File: config.mk
export PLATFORM = sky130hd
export DESIGN_NAME = qam_demap_fmt
export DESIGN_NICKNAME = d
export VERILOG_FILES = /design/src/rtl/qam_fmt_pkg.sv /design/src/rtl/qam_quad_tracker.sv /design/src/rtl/qam_bit_mapper.sv /design/src/rtl/qam_out_fsm.sv /design/src/rtl/qam_demap_fmt.sv
export SDC_FILE = /design/constraint.sdc
export NUM_CORES = 1
export LEC_CHECK = 0
export BUFFER_PORTS_ARGS = -buffer_cell sky130_fd_sc_hd__buf_4
export CAP_MARGIN = 10
export CELL_PAD_IN_SITES_DETAIL_PLACEMENT = 0
export CELL_PAD_IN_SITES_GLOBAL_PLACEMENT = 2
export CORE_MARGIN = 2
export CORE_UTILIZATION = 30
export CTS_CLUSTER_SIZE = 28
export DETAILED_ROUTE_END_ITERATION = 7
export GPL_TIMING_DRIVEN = 0
export MAX_ROUTING_LAYER = met4
export PLACE_DENSITY = 0.68
export REMOVE_ABC_BUFFERS = 1
export SETUP_SLACK_MARGIN = 0.3
export SYNTH_ARGS = -nofsm -noshare
export SYNTH_HDL_FRONTEND = slang
export SYNTH_HIERARCHICAL = 1
export SYNTH_SLANG_ARGS = --single-unit
File: constraint.sdc
create_clock -name clk -period 2.1 [get_ports clk]
set_input_delay 0.21 -clock clk [delete_from_list [all_inputs] [get_ports clk]]
set_output_delay 0.21 -clock clk [all_outputs]
set_load 0.005 [all_outputs]
File: src/rtl/qam_fmt_pkg.sv
package qam_fmt_pkg;

    typedef enum logic [2:0] {
        QM_4   = 3'd0,
        QM_16  = 3'd1,
        QM_32  = 3'd2,
        QM_64  = 3'd3,
        QM_256 = 3'd4
    } qmode_e;

    typedef enum logic [1:0] {
        SCH_DIFF  = 2'd0,
        SCH_DIRECT = 2'd1,
        SCH_GRAY  = 2'd2,
        SCH_ABS   = 2'd3
    } scheme_e;

    typedef enum logic [1:0] {
        FMT_PAR  = 2'd0,
        FMT_SER  = 2'd1,
        FMT_MUX  = 2'd2,
        FMT_PAR2 = 2'd3
    } fmt_e;

    typedef enum logic [3:0] {
        ST_IDLE     = 4'd0,
        ST_PAR_NEW  = 4'd1,
        ST_PAR_HOLD = 4'd2,
        ST_SER0     = 4'd3,
        ST_SER1     = 4'd4,
        ST_SER2     = 4'd5,
        ST_SER3     = 4'd6,
        ST_MUX_I    = 4'd7,
        ST_MUX_Q    = 4'd8
    } fmt_state_e;

    function automatic logic [1:0] quad_gray(input logic [1:0] n);
        return n ^ (n >> 1);
    endfunction

endpackage

File: src/rtl/qam_quad_tracker.sv
module qam_quad_tracker
    import qam_fmt_pkg::*;
#(
    parameter int LVL_W = 4
) (
    input  logic             clk,
    input  logic             rst_n,
    input  logic             sym_valid,
    input  logic [LVL_W-1:0] i_lvl,
    input  logic [LVL_W-1:0] q_lvl,
    input  qmode_e           mode,
    output logic [1:0]       quad_now,
    output logic [1:0]       quad_step,
    output logic [LVL_W-2:0] rot_u,
    output logic [LVL_W-2:0] rot_v
);
    localparam int OFS_W = LVL_W - 1;

    logic [LVL_W-1:0] half;
    logic             i_hi, q_hi;
    logic [LVL_W-1:0] dist_i, dist_q;
    logic [1:0]       prev_q;

    always_comb begin
        unique case (mode)
            QM_16:   half = LVL_W'(2);
            QM_32:   half = LVL_W'(3);
            QM_64:   half = LVL_W'(4);
            QM_256:  half = LVL_W'(1 << (LVL_W - 1));
            default: half = LVL_W'(1);
        endcase
    end

    always_comb begin
        i_hi   = (i_lvl >= half);
        q_hi   = (q_lvl >= half);
        dist_i = i_hi ? (i_lvl - half) : (half - LVL_W'(1) - i_lvl);
        dist_q = q_hi ? (q_lvl - half) : (half - LVL_W'(1) - q_lvl);
        unique case ({i_hi, q_hi})
            2'b11: quad_now = 2'd0;
            2'b01: quad_now = 2'd1;
            2'b00: quad_now = 2'd2;
            default: quad_now = 2'd3;
        endcase
        if (quad_now[0]) begin
            rot_u = dist_q[OFS_W-1:0];
            rot_v = dist_i[OFS_W-1:0];
        end else begin
            rot_u = dist_i[OFS_W-1:0];
            rot_v = dist_q[OFS_W-1:0];
        end
        quad_step = quad_now - prev_q;
    end

    always_ff @(posedge clk or negedge rst_n) begin
        if (!rst_n)
            prev_q <= 2'd0;
        else if (sym_valid)
            prev_q <= quad_now;
    end


    repeat_quadrant_zero_step_chk: assert property (@(posedge clk) disable iff (!rst_n)
        (sym_valid && $past(sym_valid) && $stable(quad_now)) |-> (quad_step == 2'd0));

endmodule

File: src/rtl/qam_bit_mapper.sv
module qam_bit_mapper
    import qam_fmt_pkg::*;
#(
    parameter int LVL_W = 4
) (
    input  qmode_e           mode,
    input  scheme_e          scheme,
    input  logic [LVL_W-1:0] i_lvl,
    input  logic [LVL_W-1:0] q_lvl,
    input  logic [1:0]       quad_now,
    input  logic [1:0]       quad_step,
    input  logic [LVL_W-2:0] rot_u,
    input  logic [LVL_W-2:0] rot_v,
    output logic [2*LVL_W-1:0] sym_byte
);
    localparam int BYTE_W = 2 * LVL_W;
    localparam int LOW_W  = BYTE_W - 2;

    logic [LVL_W-2:0] gu, gv;
    logic [LOW_W-1:0] low_bits;
    logic [1:0]       top_bits;

    always_comb begin
        gu = rot_u ^ (rot_u >> 1);
        gv = rot_v ^ (rot_v >> 1);
        low_bits = '0;
        unique case (mode)
            QM_16: begin
                low_bits[LOW_W-1] = rot_u[0];
                low_bits[LOW_W-2] = rot_v[0];
            end
            QM_64: begin
                low_bits[LOW_W-1 -: 2] = gu[1:0];
                low_bits[LOW_W-3 -: 2] = gv[1:0];
            end
            QM_256: begin
                low_bits[LOW_W-1 -: 2] = gu[LVL_W-2 -: 2];
                low_bits[LOW_W-3 -: 2] = gv[LVL_W-2 -: 2];
            end
            default: low_bits = '0;
        endcase
        top_bits = (scheme == SCH_ABS) ? quad_gray(quad_now) : quad_gray(quad_step);
    end

    always_comb begin
        unique case (scheme)
            SCH_DIRECT: sym_byte = {i_lvl, q_lvl};
            SCH_GRAY:   sym_byte = {i_lvl ^ (i_lvl >> 1), q_lvl ^ (q_lvl >> 1)};
            default: begin
                if (mode == QM_32)
                    sym_byte = '0;
                else
                    sym_byte = {top_bits, low_bits};
            end
        endcase
    end

endmodule

File: src/rtl/qam_out_fsm.sv
module qam_out_fsm
    import qam_fmt_pkg::*;
#(
    parameter int BYTE_W = 8
) (
    input  logic              clk,
    input  logic              rst_n,
    input  logic              sym_valid,
    input  fmt_e              fmt,
    input  logic [BYTE_W-1:0] byte_in,
    input  logic [BYTE_W-1:0] iword_in,
    input  logic [BYTE_W-1:0] qword_in,
    output logic [BYTE_W-1:0] dout,
    output logic              sdv,
    output logic              oclk
);
    fmt_state_e        state, state_nx;
    logic [BYTE_W-1:0] byte_r, iword_r, qword_r;

    always_comb begin
        state_nx = state;
        if (sym_valid) begin
            unique case (fmt)
                FMT_SER: state_nx = ST_SER0;
                FMT_MUX: state_nx = ST_MUX_I;
                default: state_nx = ST_PAR_NEW;
            endcase
        end else begin
            unique case (state)
                ST_PAR_NEW:  state_nx = ST_PAR_HOLD;
                ST_PAR_HOLD: state_nx = ST_PAR_HOLD;
                ST_SER0:     state_nx = ST_SER1;
                ST_SER1:     state_nx = ST_SER2;
                ST_SER2:     state_nx = ST_SER3;
                ST_SER3:     state_nx = ST_IDLE;
                ST_MUX_I:    state_nx = ST_MUX_Q;
                ST_MUX_Q:    state_nx = ST_IDLE;
                default:     state_nx = ST_IDLE;
            endcase
        end
    end

    always_ff @(posedge clk or negedge rst_n) begin
        if (!rst_n) begin
            state   <= ST_IDLE;
            byte_r  <= '0;
            iword_r <= '0;
            qword_r <= '0;
        end else begin
            state <= state_nx;
            if (sym_valid) begin
                byte_r  <= byte_in;
                iword_r <= iword_in;
                qword_r <= qword_in;
            end
        end
    end

    always_comb begin
        dout = '0;
        sdv  = 1'b0;
        oclk = 1'b0;
        unique case (state)
            ST_PAR_NEW:  begin dout = byte_r; sdv = 1'b1; end
            ST_PAR_HOLD: dout = byte_r;
            ST_SER0:     begin dout[1:0] = byte_r[BYTE_W-1 -: 2]; sdv = 1'b1; oclk = 1'b1; end
            ST_SER1:     begin dout[1:0] = byte_r[BYTE_W-3 -: 2]; oclk = 1'b1; end
            ST_SER2:     begin dout[1:0] = byte_r[BYTE_W-5 -: 2]; oclk = 1'b1; end
            ST_SER3:     begin dout[1:0] = byte_r[BYTE_W-7 -: 2]; oclk = 1'b1; end
            ST_MUX_I:    begin dout = iword_r; sdv = 1'b1; oclk = 1'b1; end
            ST_MUX_Q:    begin dout = qword_r; oclk = 1'b1; end
            default:     dout = '0;
        endcase
    end


    sdv_after_strobe_chk: assert property (@(posedge clk) disable iff (!rst_n)
        sdv |-> $past(sym_valid));


    slot_clock_burst_chk: assert property (@(posedge clk) disable iff (!rst_n)
        (oclk && !sdv) |-> $past(oclk));


    held_output_stable_chk: assert property (@(posedge clk) disable iff (!rst_n)
        (!oclk && !sdv && !$past(oclk) && !$past(sym_valid)) |-> $stable(dout));

endmodule

File: src/rtl/qam_demap_fmt.sv
module qam_demap_fmt
    import qam_fmt_pkg::*;
#(
    parameter int LVL_W = 4
) (
    input  logic             clk,
    input  logic             rst_n,
    input  logic             sym_valid,
    input  logic [LVL_W-1:0] i_lvl,
    input  logic [LVL_W-1:0] q_lvl,
    input  logic [2:0]       mode,
    input  logic [1:0]       scheme,
    input  logic [1:0]       fmt,
    output logic [2*LVL_W-1:0] dout,
    output logic             sdv,
    output logic             oclk
);
    localparam int BYTE_W = 2 * LVL_W;

    qmode_e            eff_mode;
    scheme_e           sch;
    fmt_e              fmt_sel;
    logic [1:0]        quad_now, quad_step;
    logic [LVL_W-2:0]  rot_u, rot_v;
    logic [BYTE_W-1:0] sym_byte;
    logic [BYTE_W-1:0] iword, qword;

    always_comb begin
        eff_mode = (mode > 3'd4) ? QM_4 : qmode_e'(mode);
        sch      = scheme_e'(scheme);
        fmt_sel  = fmt_e'(fmt);
        iword    = BYTE_W'(i_lvl);
        qword    = BYTE_W'(q_lvl);
    end

    qam_quad_tracker #(.LVL_W(LVL_W)) u_quad (
        .clk       (clk),
        .rst_n     (rst_n),
        .sym_valid (sym_valid),
        .i_lvl     (i_lvl),
        .q_lvl     (q_lvl),
        .mode      (eff_mode),
        .quad_now  (quad_now),
        .quad_step (quad_step),
        .rot_u     (rot_u),
        .rot_v     (rot_v)
    );

    qam_bit_mapper #(.LVL_W(LVL_W)) u_map (
        .mode      (eff_mode),
        .scheme    (sch),
        .i_lvl     (i_lvl),
        .q_lvl     (q_lvl),
        .quad_now  (quad_now),
        .quad_step (quad_step),
        .rot_u     (rot_u),
        .rot_v     (rot_v),
        .sym_byte  (sym_byte)
    );

    qam_out_fsm #(.BYTE_W(BYTE_W)) u_fsm (
        .clk       (clk),
        .rst_n     (rst_n),
        .sym_valid (sym_valid),
        .fmt       (fmt_sel),
        .byte_in   (sym_byte),
        .iword_in  (iword),
        .qword_in  (qword),
        .dout      (dout),
        .sdv       (sdv),
        .oclk      (oclk)
    );


    four_qam_low_zero_chk: assert property (@(posedge clk) disable iff (!rst_n)
        (sdv && !oclk && $past(sym_valid && eff_mode == QM_4 &&
                               (sch == SCH_DIFF || sch == SCH_ABS)))
        |-> (dout[BYTE_W-3:0] == '0));


    cross_qam_zero_chk: assert property (@(posedge clk) disable iff (!rst_n)
        (sdv && !oclk && $past(sym_valid && eff_mode == QM_32 &&
                               (sch == SCH_DIFF || sch == SCH_ABS)))
        |-> (dout == '0));

endmodule

# --- Word level (Yosys, flattened, before mapping) ---
# Memories as Yosys holds them, arrays and structs flattened.
# Index checks and enable logic that the tools add are counted.
word_totals:
  input_bits: 18
  reg_bits: 22
  output_inout_bits: 10
  mem_count: 1
  mem_bits_ro: 64
classes:
  n_eq_ne: 19
  n_addsub: 6
  bitwise_logic: 6
  muxes: 18
  n_reduce_logical: 5
  magnitude_cmp: 3
memory_table:
  columns: ["name", "words", "width", "read_ports", "rd_ports_with_merged_regs", "wr", "line_no", "text"]
  rows:
  - ["(name not given)", 16, 4, 1, 0, 0, "qam_out_fsm.sv:29", "unique case (state)"]
ops:
  columns: ["cell", "count"]
  rows:
  - ["case mux 6 bit (3 select lines)", 1]
  - ["equality test 4 x 3 -> 1 bit, second input constant", 4]
  - ["case mux 4 bit (4 select lines)", 1]
  - ["case mux 8 bit (2 select lines)", 1]
  - ["two-way mux 3 bit", 5]
  - ["case mux 2 bit (3 select lines)", 2]
  - ["case mux 2 bit (6 select lines)", 1]
  - ["subtractor 3 bit", 4]
  - ["equality test 2 bit, second input constant", 4]
  - ["equality test 4 x 2 -> 1 bit, second input constant", 2]
  - [">= comparator 4 bit", 2]
  - ["two-way mux 8 bit", 1]
  - ["XOR 4 x 3 -> 4 bit", 2]
  - ["equality test 2 x 1 -> 1 bit, second input constant", 3]
  - ["equality test 3 x 2 -> 1 bit, second input constant", 2]
  - ["case mux 3 bit (2 select lines)", 1]
  - ["OR reduction 3 bit", 2]
  - ["OR reduction 6 bit", 1]
  - ["XOR 3 x 2 -> 3 bit", 2]
  - ["equality test 4 x 1 -> 1 bit, second input constant", 1]
  - ["equality test 4 bit, second input constant", 1]
  - ["two-way mux 4 bit", 1]
  - ["case mux 2 bit (2 select lines)", 1]
  - ["XOR 2 x 1 -> 2 bit", 2]
  - ["other kinds (9)", 10]

# --- Longest topological paths before layout ---
# Gate-level depths: netlist of run 1.
depth:
  depth_word: 12
  depth_mapped: 19
  mapped_depth_nobuf: 19

# --- Modules after synthesis ---
# The synthesis of run 1 kept the hierarchy.
by_module_without_submodules:
  columns: ["module", "instances", "area_each_um2", "cells_each"]
  rows:
  - ["qam_out_fsm", 1, 1436.4, 113]
  - ["qam_quad_tracker", 1, 792.0, 93]
  - ["qam_bit_mapper", 1, 416.6, 60]
  - ["qam_demap_fmt", 1, 33.8, 4]

# --- Least setup slack after synthesis of run 1 ---
# No wires, ideal clock.
synth_path:
  path_kind: "input port to flip-flop"
  from: "in mode[1]"
  to: "reg u_fsm.byte_r[6]"
  cell_stages: 18
  setup_slack_ns: -1.393
  setup_time_ns: 0.125
  arrival_time_ns: 3.368
  path_cell_list: "nor3b_2 > nand2_1 > o21a_1 > ha_1 > fa_1 > a21boi_1 > o21ai_2 > inv_2 > o21ai_1 > and2_1 > ha_1 > xnor2_1 > xnor2_1 > xnor2_1 > nor2_1 > a21oi_1 > o22ai_1 > mux2_2"
synth_between:
  elab_chain_cells: 12
synth_rtl:
  columns: ["element", "line_no", "text"]
  rows:
  - ["from (decl)", "qam_demap_fmt.sv:11", "input logic [2:0] mode,"]
  - ["> comparator 3 bit", "qam_demap_fmt.sv:29", "eff_mode = (mode > 3'd4) ? QM_4 : qmode_e'(mode);"]
  - ["two-way mux 3 bit *", "qam_demap_fmt.sv:29", null]
  - ["equality test 3 bit (tied with other cells)", "qam_quad_tracker.sv:25", "unique case (mode)"]
  - ["case mux 4 bit (4 select lines) *", "qam_quad_tracker.sv:25", null]
  - [">= comparator 4 bit, on equally long branches", "qam_quad_tracker.sv:36, qam_quad_tracker.sv:35", null]
  - ["equality test 2 x 1 -> 1 bit (tied with other cells)", "qam_quad_tracker.sv:39", "unique case ({i_hi, q_hi})"]
  - ["case mux 2 bit (3 select lines) *", "qam_quad_tracker.sv:39", null]
  - ["net quad_now[1]", "qam_demap_fmt.sv:23", "logic [1:0] quad_now, quad_step;"]
  - ["subtractor 2 bit *", "qam_quad_tracker.sv:52", "quad_step = quad_now - prev_q;"]
  - ["net quad_step[1]", "qam_demap_fmt.sv:23", null]
  - ["XOR 2 x 1 -> 2 bit *", "qam_fmt_pkg.sv:38", "return n ^ (n >> 1);"]
  - ["two-way mux 2 bit *", "qam_bit_mapper.sv:42", "top_bits = (scheme == SCH_ABS) ? quad_gray(quad_now) : quad_gray(quad_step);"]
  - ["two-way mux 8 bit *", "qam_bit_mapper.sv:50", "if (mode == QM_32)"]
  - ["case mux 8 bit (2 select lines) *", "qam_bit_mapper.sv:46", "unique case (scheme)"]
  - ["net sym_byte[6]", "qam_demap_fmt.sv:25", "logic [BYTE_W-1:0] sym_byte;"]
  - ["to (signal assigned)", "qam_out_fsm.sv:52", "byte_r <= byte_in;"]
  - ["to (decl)", "qam_out_fsm.sv:18", "logic [BYTE_W-1:0] byte_r, iword_r, qword_r;"]
# Mark *: on every way through the listed nets, which the timed path passes. The rest lies on a longest branch.
# A chain may end at the register's enable or synchronous reset.

# --- Worst setup path in the final report of run 1 ---
layout_path:
  from: "in mode[2]"
  to: "reg u_fsm.byte_r[6]"
layout_between:
  elab_chain_cells: 12
layout_rtl:
  columns: ["element", "line_no", "text"]
  rows:
  - ["> comparator 3 bit *", "qam_demap_fmt.sv:29", null]
  - ["two-way mux 3 bit *", "qam_demap_fmt.sv:29", null]
  - ["net eff_mode[0]", "qam_demap_fmt.sv:20", "qmode_e eff_mode;"]
  - ["equality test 3 bit (tied with other cells)", "qam_quad_tracker.sv:25", null]
  - ["case mux 4 bit (4 select lines) *", "qam_quad_tracker.sv:25", null]
  - [">= comparator 4 bit, on equally long branches", "qam_quad_tracker.sv:36, qam_quad_tracker.sv:35", null]
  - ["equality test 2 x 1 -> 1 bit (tied with other cells)", "qam_quad_tracker.sv:39", null]
  - ["case mux 2 bit (3 select lines) *", "qam_quad_tracker.sv:39", null]
  - ["net quad_now[0]", "qam_demap_fmt.sv:23", null]
  - ["subtractor 2 bit", "qam_quad_tracker.sv:52", null]
  - ["XOR 2 x 1 -> 2 bit", "qam_fmt_pkg.sv:38", null]
  - ["two-way mux 2 bit *", "qam_bit_mapper.sv:42", null]
  - ["two-way mux 8 bit *", "qam_bit_mapper.sv:50", null]
  - ["case mux 8 bit (2 select lines) *", "qam_bit_mapper.sv:46", null]
  - ["net sym_byte[6]", "qam_demap_fmt.sv:25", null]
# Marked as above.

==> summary.md, run 1 <==
| Metric | Value |
|---|---|
| DP Area | `2960 µm²` |
| IO Pins | `28` |
| Filler Cell Count | `870` |
| CP Capture Type | `flip-flop` |
| Top delay family on crit path | `buffers and inverters` |
| Most frequent CP cell | `buf_4` |
| First-pass GRT wire length | `11,500 µm` |
| Failing checks | `negative setup slack` |
| Leakage | `0.00171 µW` |
| Row count | `34` |
| Total iterations of the first detailed-routing run | `4` |
| Die W | `98.5 µm` |
| Initial Utilization | `0.309` |
| Ant diodes | `0` |
| Largest net degree at the start of global routing | `34` |
| CP peak stage delay | `0.34 ns` |
| Crit-path slowest cell | `fa_2` |
| Hold Fails Final Rpt | `0` |
| Clk sink count | `30` |
| EDFF count, synth | `0` |
| DRT iter0 DRCs | `105` |
| Die area | `9700 µm²` |
| Min-Delay Startpoint | `q_lvl[3]` |
| Combinational share of power | `0.489` |
| Design area | `3660 µm²` |
| Commonest cells after routing, fill and taps aside | `buf_4 (54), dfrtp_1 (30), mux2_2 (19)` |
| Final setup viols | `7` |
| Number of global-route vias before repair | `2,294` |
| Sequential power share | `0.311` |
| Max VDD drop | `0.299 mV` |
| DR vias | `2,204` |
| Num CTS Buffers | `5` |
| Met2 GRT Util | `0.232` |
| Cells after Synth | `270` |
| GRT Max-Usage Layer | `met2` |
| Final setup margin | `-1.01 ns` |
| Met1 global-route usage | `0.212` |
| Final core utilization | `0.422` |
| Total GRT Usage | `0.150` |
| Crit Path Class | `in2reg` |
| Cell Area, Synth | `2680 µm²` |
| GP Congestion | `0.758` |
| R2R depth | `8` |
| Die H | `98.5 µm` |
| Switch share | `0.342` |
| Register-to-register setup slack | `0.37 ns` |
| Hold Path End | `u_fsm/qword_r[3]` |
| Min cycle time layout | `3.11 ns` |
| Critical path required time | `2.26 ns` |
| DR vias/cell | `5.00` |
| Int Pwr | `1540 µW` |
| Commonest non-fill, non-tap cell in the layout | `buf_4` |
| Worst R2R End | `u_fsm/byte_r[6]` |
| Synth warnings | `6` |
| Max-slew violations | `0` |
| Worst skew pair latency | `0.27 ns` |
| DR WL/cell | `15.7 µm` |
| Met3 global-route usage | `0.0255` |
| Core Area | `8680 µm²` |
| CTS Root Cell | `clkbuf_8` |
| Net Switching | `801 µW` |
| Synth unique cells | `54` |
| WP data arrival | `3.27 ns` |
| Hold path depth | `2` |
| Share of layout cells above drive strength 1 | `0.447` |
| RSZ-0062 raised after global routing | `yes` |
| Worst setup SP type | `input pin` |
| Final #Nets | `376` |
| GRT overflow | `0` |
| Flops & latches, synth | `30` |
| Worst clock skew | `0.00323 ns` |
| Post-synth ARST share | `1.00` |
| RR Startpoint | `u_quad/prev_q[0]` |
| Power Density | `640 nW/µm²` |
| TritonCTS clock tree | `done` |
| Setup TNS | `-6.15 ns` |
| FMAX | `0.322 GHz` |
| Clk pwr share | `0.200` |
| Synth Flop Type | `dfrtp_1` |
| Fin crit share | `1.48` |
| Syn_area_per_cell | `9.92 µm²` |
| CTS H-tree depth | `2` |
| Final antenna-violating net count | `0` |
| Worst min path class | `in2reg` |
| Worst-path cell chain | `buf_6 > and2b_4 > inv_2 > o21a_4 > ha_4 > fa_2 > a21boi_4 > o21ai_2 > buf_4 > nand3_4 > buf_4 > buf_4 > buf_4 > buf_4 > buf_4 > buf_4 > nand2_1 > xor2_1 > a21oi_1 > o22ai_1 > mux2_4` |
| CP bufs+invs | `9` |
| Clock transition at path regs | `0.06 ns` |
| Post-DP HPWL | `4740 µm` |
| Routed WL | `6900 µm` |
| Max Cap Viol | `0` |
| Status | `complete, but fails checks` |
| Dpl ws | `-2.38 ns` |
| Clock buffer depth | `2` |
| Initial antenna violation count | `0` |
| IO buf count | `27` |
| Layout area overhead | `36.7%` |
| CP Max Fanout | `5` |
| DRC | `0` |
| Register area share after synthesis | `0.280` |
sequential cells by signal, indices dropped and copies added, names as in the netlist:
register and flops:
u_fsm/byte_r 8, u_fsm/iword_r 8, u_fsm/qword_r 8, u_fsm/state 4
u_quad/prev_q 2
how the worst max path moves through the flow:
stage                  from              end  slack (ns)  cells after the start
floorplan           mode[1]  u_fsm/byte_r[6]       -1.50                     16
global placement    mode[1]  u_fsm/byte_r[6]       -2.31                     17
detailed placement  mode[1]  u_fsm/byte_r[6]       -2.38                     17
CTS                 mode[2]  u_fsm/byte_r[5]       -1.00                     16
global route        mode[2]  u_fsm/byte_r[5]       -1.17                     18
finish              mode[2]  u_fsm/byte_r[6]       -1.01                     21
cell families (layout without fill, tap and decap cells):
kind of cell	Yosys count	in the layout	share of synthesized area
fa+ha+maj	26	26	0.133
flops	30	30	0.280
xor+xnor	18	18	0.0691
mux	30	30	0.126
other cells	1	8	0.00140
simple gates	57	57	0.124
compound gates	75	75	0.207
buf+inv	33	89	0.0598
layer usage:
| metal | up-vias | routed length (µm) |
|---|---|---|
| li1 | 1092 | - |
| met1 | 1085 | 3450 |
| met2 | 23 | 3270 |
| met3 | 4 | 143 |
| met4 | 0 | 40 |
| met5 | - | 0 |
cell type report:
cell class              instances  area [µm²]  share of cell area
well taps                     108         135              0.0369
flip-flops and latches         30         751               0.205
clock buffers                   7        86.3              0.0236
multi-input cells             214        2110               0.577
inverters                      20        80.1              0.0219
repair buffers                 61         492               0.134
clock inverters                 1        5.00             0.00137
Yosys cell counts, drive strengths merged, types with 4 or more instances:
master | n | share of area
o21ai | 11 | 0.022
a21oi | 9 | 0.017
xor2 | 9 | 0.029
nand2b | 4 | 0.0093
mux2 | 27 | 0.11
dfrtp | 30 | 0.28
nand2 | 10 | 0.014
nor3 | 4 | 0.0075
a22o | 8 | 0.026
a21o | 11 | 0.031
a22oi | 4 | 0.011
inv | 20 | 0.028
and2b | 4 | 0.012
nor2b | 6 | 0.014
a31oi | 6 | 0.014
fa | 4 | 0.030
ha | 22 | 0.10
a32oi | 4 | 0.013
nor2 | 16 | 0.022
xnor2 | 7 | 0.023
buf | 10 | 0.028
stage by stage:
step / total power [µW] / hold slack [ns] / cells
after floorplan: 1280 / -0.0856 / 264
after global placement: 1550 / 0.169 / 399
after detailed placement: 1550 / 0.165 / 399
after CTS: 2270 / 0.217 / 438
after global routing: 2520 / 0.222 / 441
final: 2340 / 0.223 / 441
repair_timing:
item | 4_1_cts | 5_1_grt
resized for setup | 54 | 16
setup buffers | 30 | 3
endpoints found under the hold margin | 30 | 0
cloned | 0 | 0
endpoints found under the setup margin | 16 | 17
hold buffers | 1 | 0
pin swaps | 25 | 10
power groups by stage:
stage | logic, µW | clock network, µW | registers [µW]
floorplan | 578 | 0 | 706
CTS | 1060 | 486 | 726
global route | 1260 | 514 | 741
finish | 1150 | 469 | 729
global placement | 821 | 0 | 730
detailed placement | 822 | 0 | 732
No activity file was read; power rests on OpenSTA's default activity.
==> run 2: changes to the inputs <==
==> constraint.sdc (replaced) <==
create_clock -name clk -period 3.4 [get_ports clk]
set_input_delay 0.34 -clock clk [delete_from_list [all_inputs] [get_ports clk]]
set_output_delay 0.34 -clock clk [all_outputs]
set_load 0.005 [all_outputs]
==> run 2 against run 1 <==
The run now ends clean. Clock skew down 0.00071 ns. Setup slack improved by 1.2 ns. Sequential power is 39% lower. Clock power decreased by 38%. Critical path depth unchanged. Sequential share of layout area increased by 0.54 points. Global-route usage is 0.28 points lower. Power shrank 40%. Hold slack better by 0.13 ns. Critical path type unchanged. Largest cell class unchanged. Largest power group unchanged.
==> summary.md, run 2 (synthesized netlist as in run 1, its figures left out) <==
| Metric | Value |
|---|---|
| Status | `completed (was complete, but fails checks)` |
| CP endpoint | `u_fsm/byte_r[6] (unchanged)` |
| Switch share | `0.341 (was 0.342)` |
| Clock buffer depth | `2 (unchanged)` |
| Worst setup SP type | `input pin (unchanged)` |
| Max-slew violations | `0 (unchanged)` |
| Largest regs | `u_fsm/byte_r x8, u_fsm/iword_r x8, u_fsm/qword_r x8 (unchanged)` |
| Initial Utilization | `0.309 (unchanged)` |
| R2R depth | `8 (unchanged)` |
| Share of layout cells above drive strength 1 | `0.414 (was 0.447)` |
| TritonCTS clock tree | `done (unchanged)` |
| Die area | `9700 µm² (unchanged)` |
| Filler Cell Count | `882 (was 870)` |
| Hold Fails Final Rpt | `0 (unchanged)` |
| Commonest cells after routing, fill and taps aside | `buf_4 (51), dfrtp_1 (30), mux2_2 (23) (was buf_4 (54), dfrtp_1 (30), mux2_2 (19))` |
| Max VDD drop | `0.185 mV (was 0.299 mV)` |
| Slew HR | `0.490` |
| FF+latch area | `751 µm² (unchanged)` |
| Met3 WL | `139 µm (was 143 µm)` |
| Top delay family on crit path | `buffers and inverters (unchanged)` |
| DR vias | `2,185 (was 2,204)` |
| IO Pins | `28 (unchanged)` |
| Total iterations of the first detailed-routing run | `4 (unchanged)` |
| DR vias/cell | `4.98 (was 5.00)` |
| Tightest Pin Transition | `0.758 ns` |
| Die W | `98.5 µm (unchanged)` |
| Row count | `34 (unchanged)` |
| Post-DP HPWL | `4740 µm (unchanged)` |
| CTS Root Cell | `clkbuf_8 (unchanged)` |
| Critical path required time | `3.56 ns (was 2.26 ns)` |
| GP Congestion | `0.758 (unchanged)` |
| Crit Path Class | `in2reg (unchanged)` |
| First-pass GRT wire length | `11,300 µm (was 11,500 µm)` |
| Worst skew pair latency | `0.27 ns (about the same)` |
| WP data arrival | `3.40 ns (was 3.27 ns)` |
| IO buf count | `27 (unchanged)` |
| Met2 WL | `3230 µm (was 3270 µm)` |
| Routed WL | `6850 µm (was 6900 µm)` |
| Clock transition at path regs | `0.06 ns (about the same)` |
| Cell depth of the worst setup path | `21 (unchanged)` |
| Max Cap Viol | `0 (unchanged)` |
| Clk pwr share | `0.205 (was 0.200)` |
| Net Switching | `483 µW (was 801 µW)` |
| Commonest non-fill, non-tap cell in the layout | `buf_4 (unchanged)` |
| Most frequent CP cell | `buf_4 (unchanged)` |
| CP Max Fanout | `5 (unchanged)` |
| Largest net degree at the start of global routing | `34 (unchanged)` |
| Worst R2R End | `u_fsm/byte_r[6] (unchanged)` |
| Crit-path slowest cell | `fa_2 (unchanged)` |
| Num CTS Buffers | `5 (unchanged)` |
| RSZ-0062 raised after global routing | `yes (unchanged)` |
| Worst min path class | `in2reg (unchanged)` |
| Core Area | `8680 µm² (unchanged)` |
| CP Capture Type | `flip-flop (unchanged)` |
| Leakage | `0.00168 µW (was 0.00171 µW)` |
| Final setup viols | `0 (was 7)` |
| Final #Nets | `374 (was 376)` |
| Wl on met1 | `3410 µm (was 3450 µm)` |
| GRT overflow | `0 (unchanged)` |
| Initial antenna violation count | `0 (unchanged)` |
| Die H | `98.5 µm (unchanged)` |
| Sequential power share | `0.316 (was 0.311)` |
| CTS H-tree depth | `2 (unchanged)` |
| Power Density | `397 nW/µm² (was 640 nW/µm²)` |
| Clk sink count | `30 (unchanged)` |
| FMAX | `0.308 GHz` |
| CP bufs+invs | `9 (unchanged)` |
| DRT iter0 DRCs | `152 (was 105)` |
| Min cycle time layout | `3.24 ns` |
| Multi-input logic area | `2030 µm² (was 2110 µm²)` |
| Worst-path cell chain | `buf_6 > and2b_4 > inv_2 > o21a_4 > ha_4 > fa_2 > a21boi_4 > o21ai_2 > buf_4 > nand3_4 > buf_4 > buf_4 > buf_4 > buf_4 > buf_4 > buf_4 > nand2_1 > xor2_1 > a21oi_1 > o22ai_1 > mux2_4 (unchanged)` |
| Worst setup path startpoint | `mode[2] (unchanged)` |
| Combinational share of power | `0.479 (was 0.489)` |
| CP peak stage delay | `0.35 ns (was 0.34 ns)` |
| Total power | `1410 µW (was 2340 µW)` |
| Final antenna-violating net count | `0 (unchanged)` |
| Total GRT Usage | `0.147 (was 0.150)` |
| Register-to-register setup slack | `1.64 ns (was 0.37 ns)` |
| DRC | `0 (unchanged)` |
| Highest metal used | `met4 (unchanged)` |
| Ant diodes | `0 (unchanged)` |
| Int Pwr | `931 µW (was 1540 µW)` |
| RR Startpoint | `u_quad/prev_q[0] (unchanged)` |
| Layout area overhead | `33.2% (was 36.7%)` |
| Fin Hold WS | `0.351 ns (was 0.223 ns)` |
| Worst clock skew | `0.00252 ns (was 0.00323 ns)` |
| Fin crit share | `0.954` |
| Number of global-route vias before repair | `2,229 (was 2,294)` |
| DR WL/cell | `15.6 µm (was 15.7 µm)` |
## run 2: changes by cell type in the layout (fill, tap and decap cells not counted), moves of 2 or more
cell	previous run	this run
ha_1	15	19
mux2_2	19	23
mux2_4	8	4
buf_4	54	51
ha_2	3	0
nor3_1	1	4
nor3_2	2	0
## run 2: power groups by stage
| stage | sequential (µW) | clock, µW | combinational [µW] |
|---|---|---|---|
| 2_1_floorplan | 436 | 0 | 357 |
| 3_3_place_gp | 451 | 0 | 507 |
| 3_5_place_dp | 452 | 0 | 508 |
| 4_1_cts | 445 | 300 | 612 |
| 5_1_grt | 455 | 317 | 747 |
| 6_report | 446 | 290 | 678 |
## run 2: how the worst min path moves through the flow
stage                        start          endpoint  slack, ns  depth (start not counted)
final                     i_lvl[0]  u_fsm/iword_r[0]       0.35                          2
after global routing      i_lvl[3]  u_fsm/iword_r[3]       0.35                          2
after CTS                 q_lvl[3]  u_fsm/qword_r[3]       0.35                          2
after detailed placement     rst_n    u_fsm/state[2]       0.29                          1
after global placement       rst_n    u_fsm/state[2]       0.30                          1
after floorplan              rst_n   u_fsm/byte_r[0]       0.04                          0
## run 2: repair_timing
action	4_1_cts	5_1_grt
hold endpoints to repair	16	0
hold buffers	1	0
pin swaps	20	15
resized for setup	35	21
endpoints found under the setup margin	6	6
buffers inserted	28	3
## run 2: metrics by stage
stage,TNS [ns],area [µm²],setup slack [ns],instances,util
5_1_grt,0,3570,0.00284,439,0.411
3_5_place_dp,-5.43,2960,-1.21,399,0.341
6_report,0,3570,0.156,439,0.411
3_3_place_gp,-5.22,2960,-1.14,399,0.341
4_1_cts,0,3430,0.158,436,0.395
2_1_floorplan,-0.770,2620,-0.335,264,-
## run 2: layout make-up
type | count | area share
multi-input cells | 214 | 0.569
flip-flops and latches | 30 | 0.210
repair buffers | 59 | 0.135
well taps | 108 | 0.0379
clock buffers | 7 | 0.0242
inverters | 20 | 0.0224
clock inverters | 1 | 0.00140
## run 2: layer usage
| layer | vias up | track usage |
|---|---|---|
| met2 | 25 | 0.223 |
| met1 | 1069 | 0.210 |
| met5 | - | - |
| met4 | 0 | 0.0263 |
| met3 | 6 | 0.0255 |
| li1 | 1085 | - |
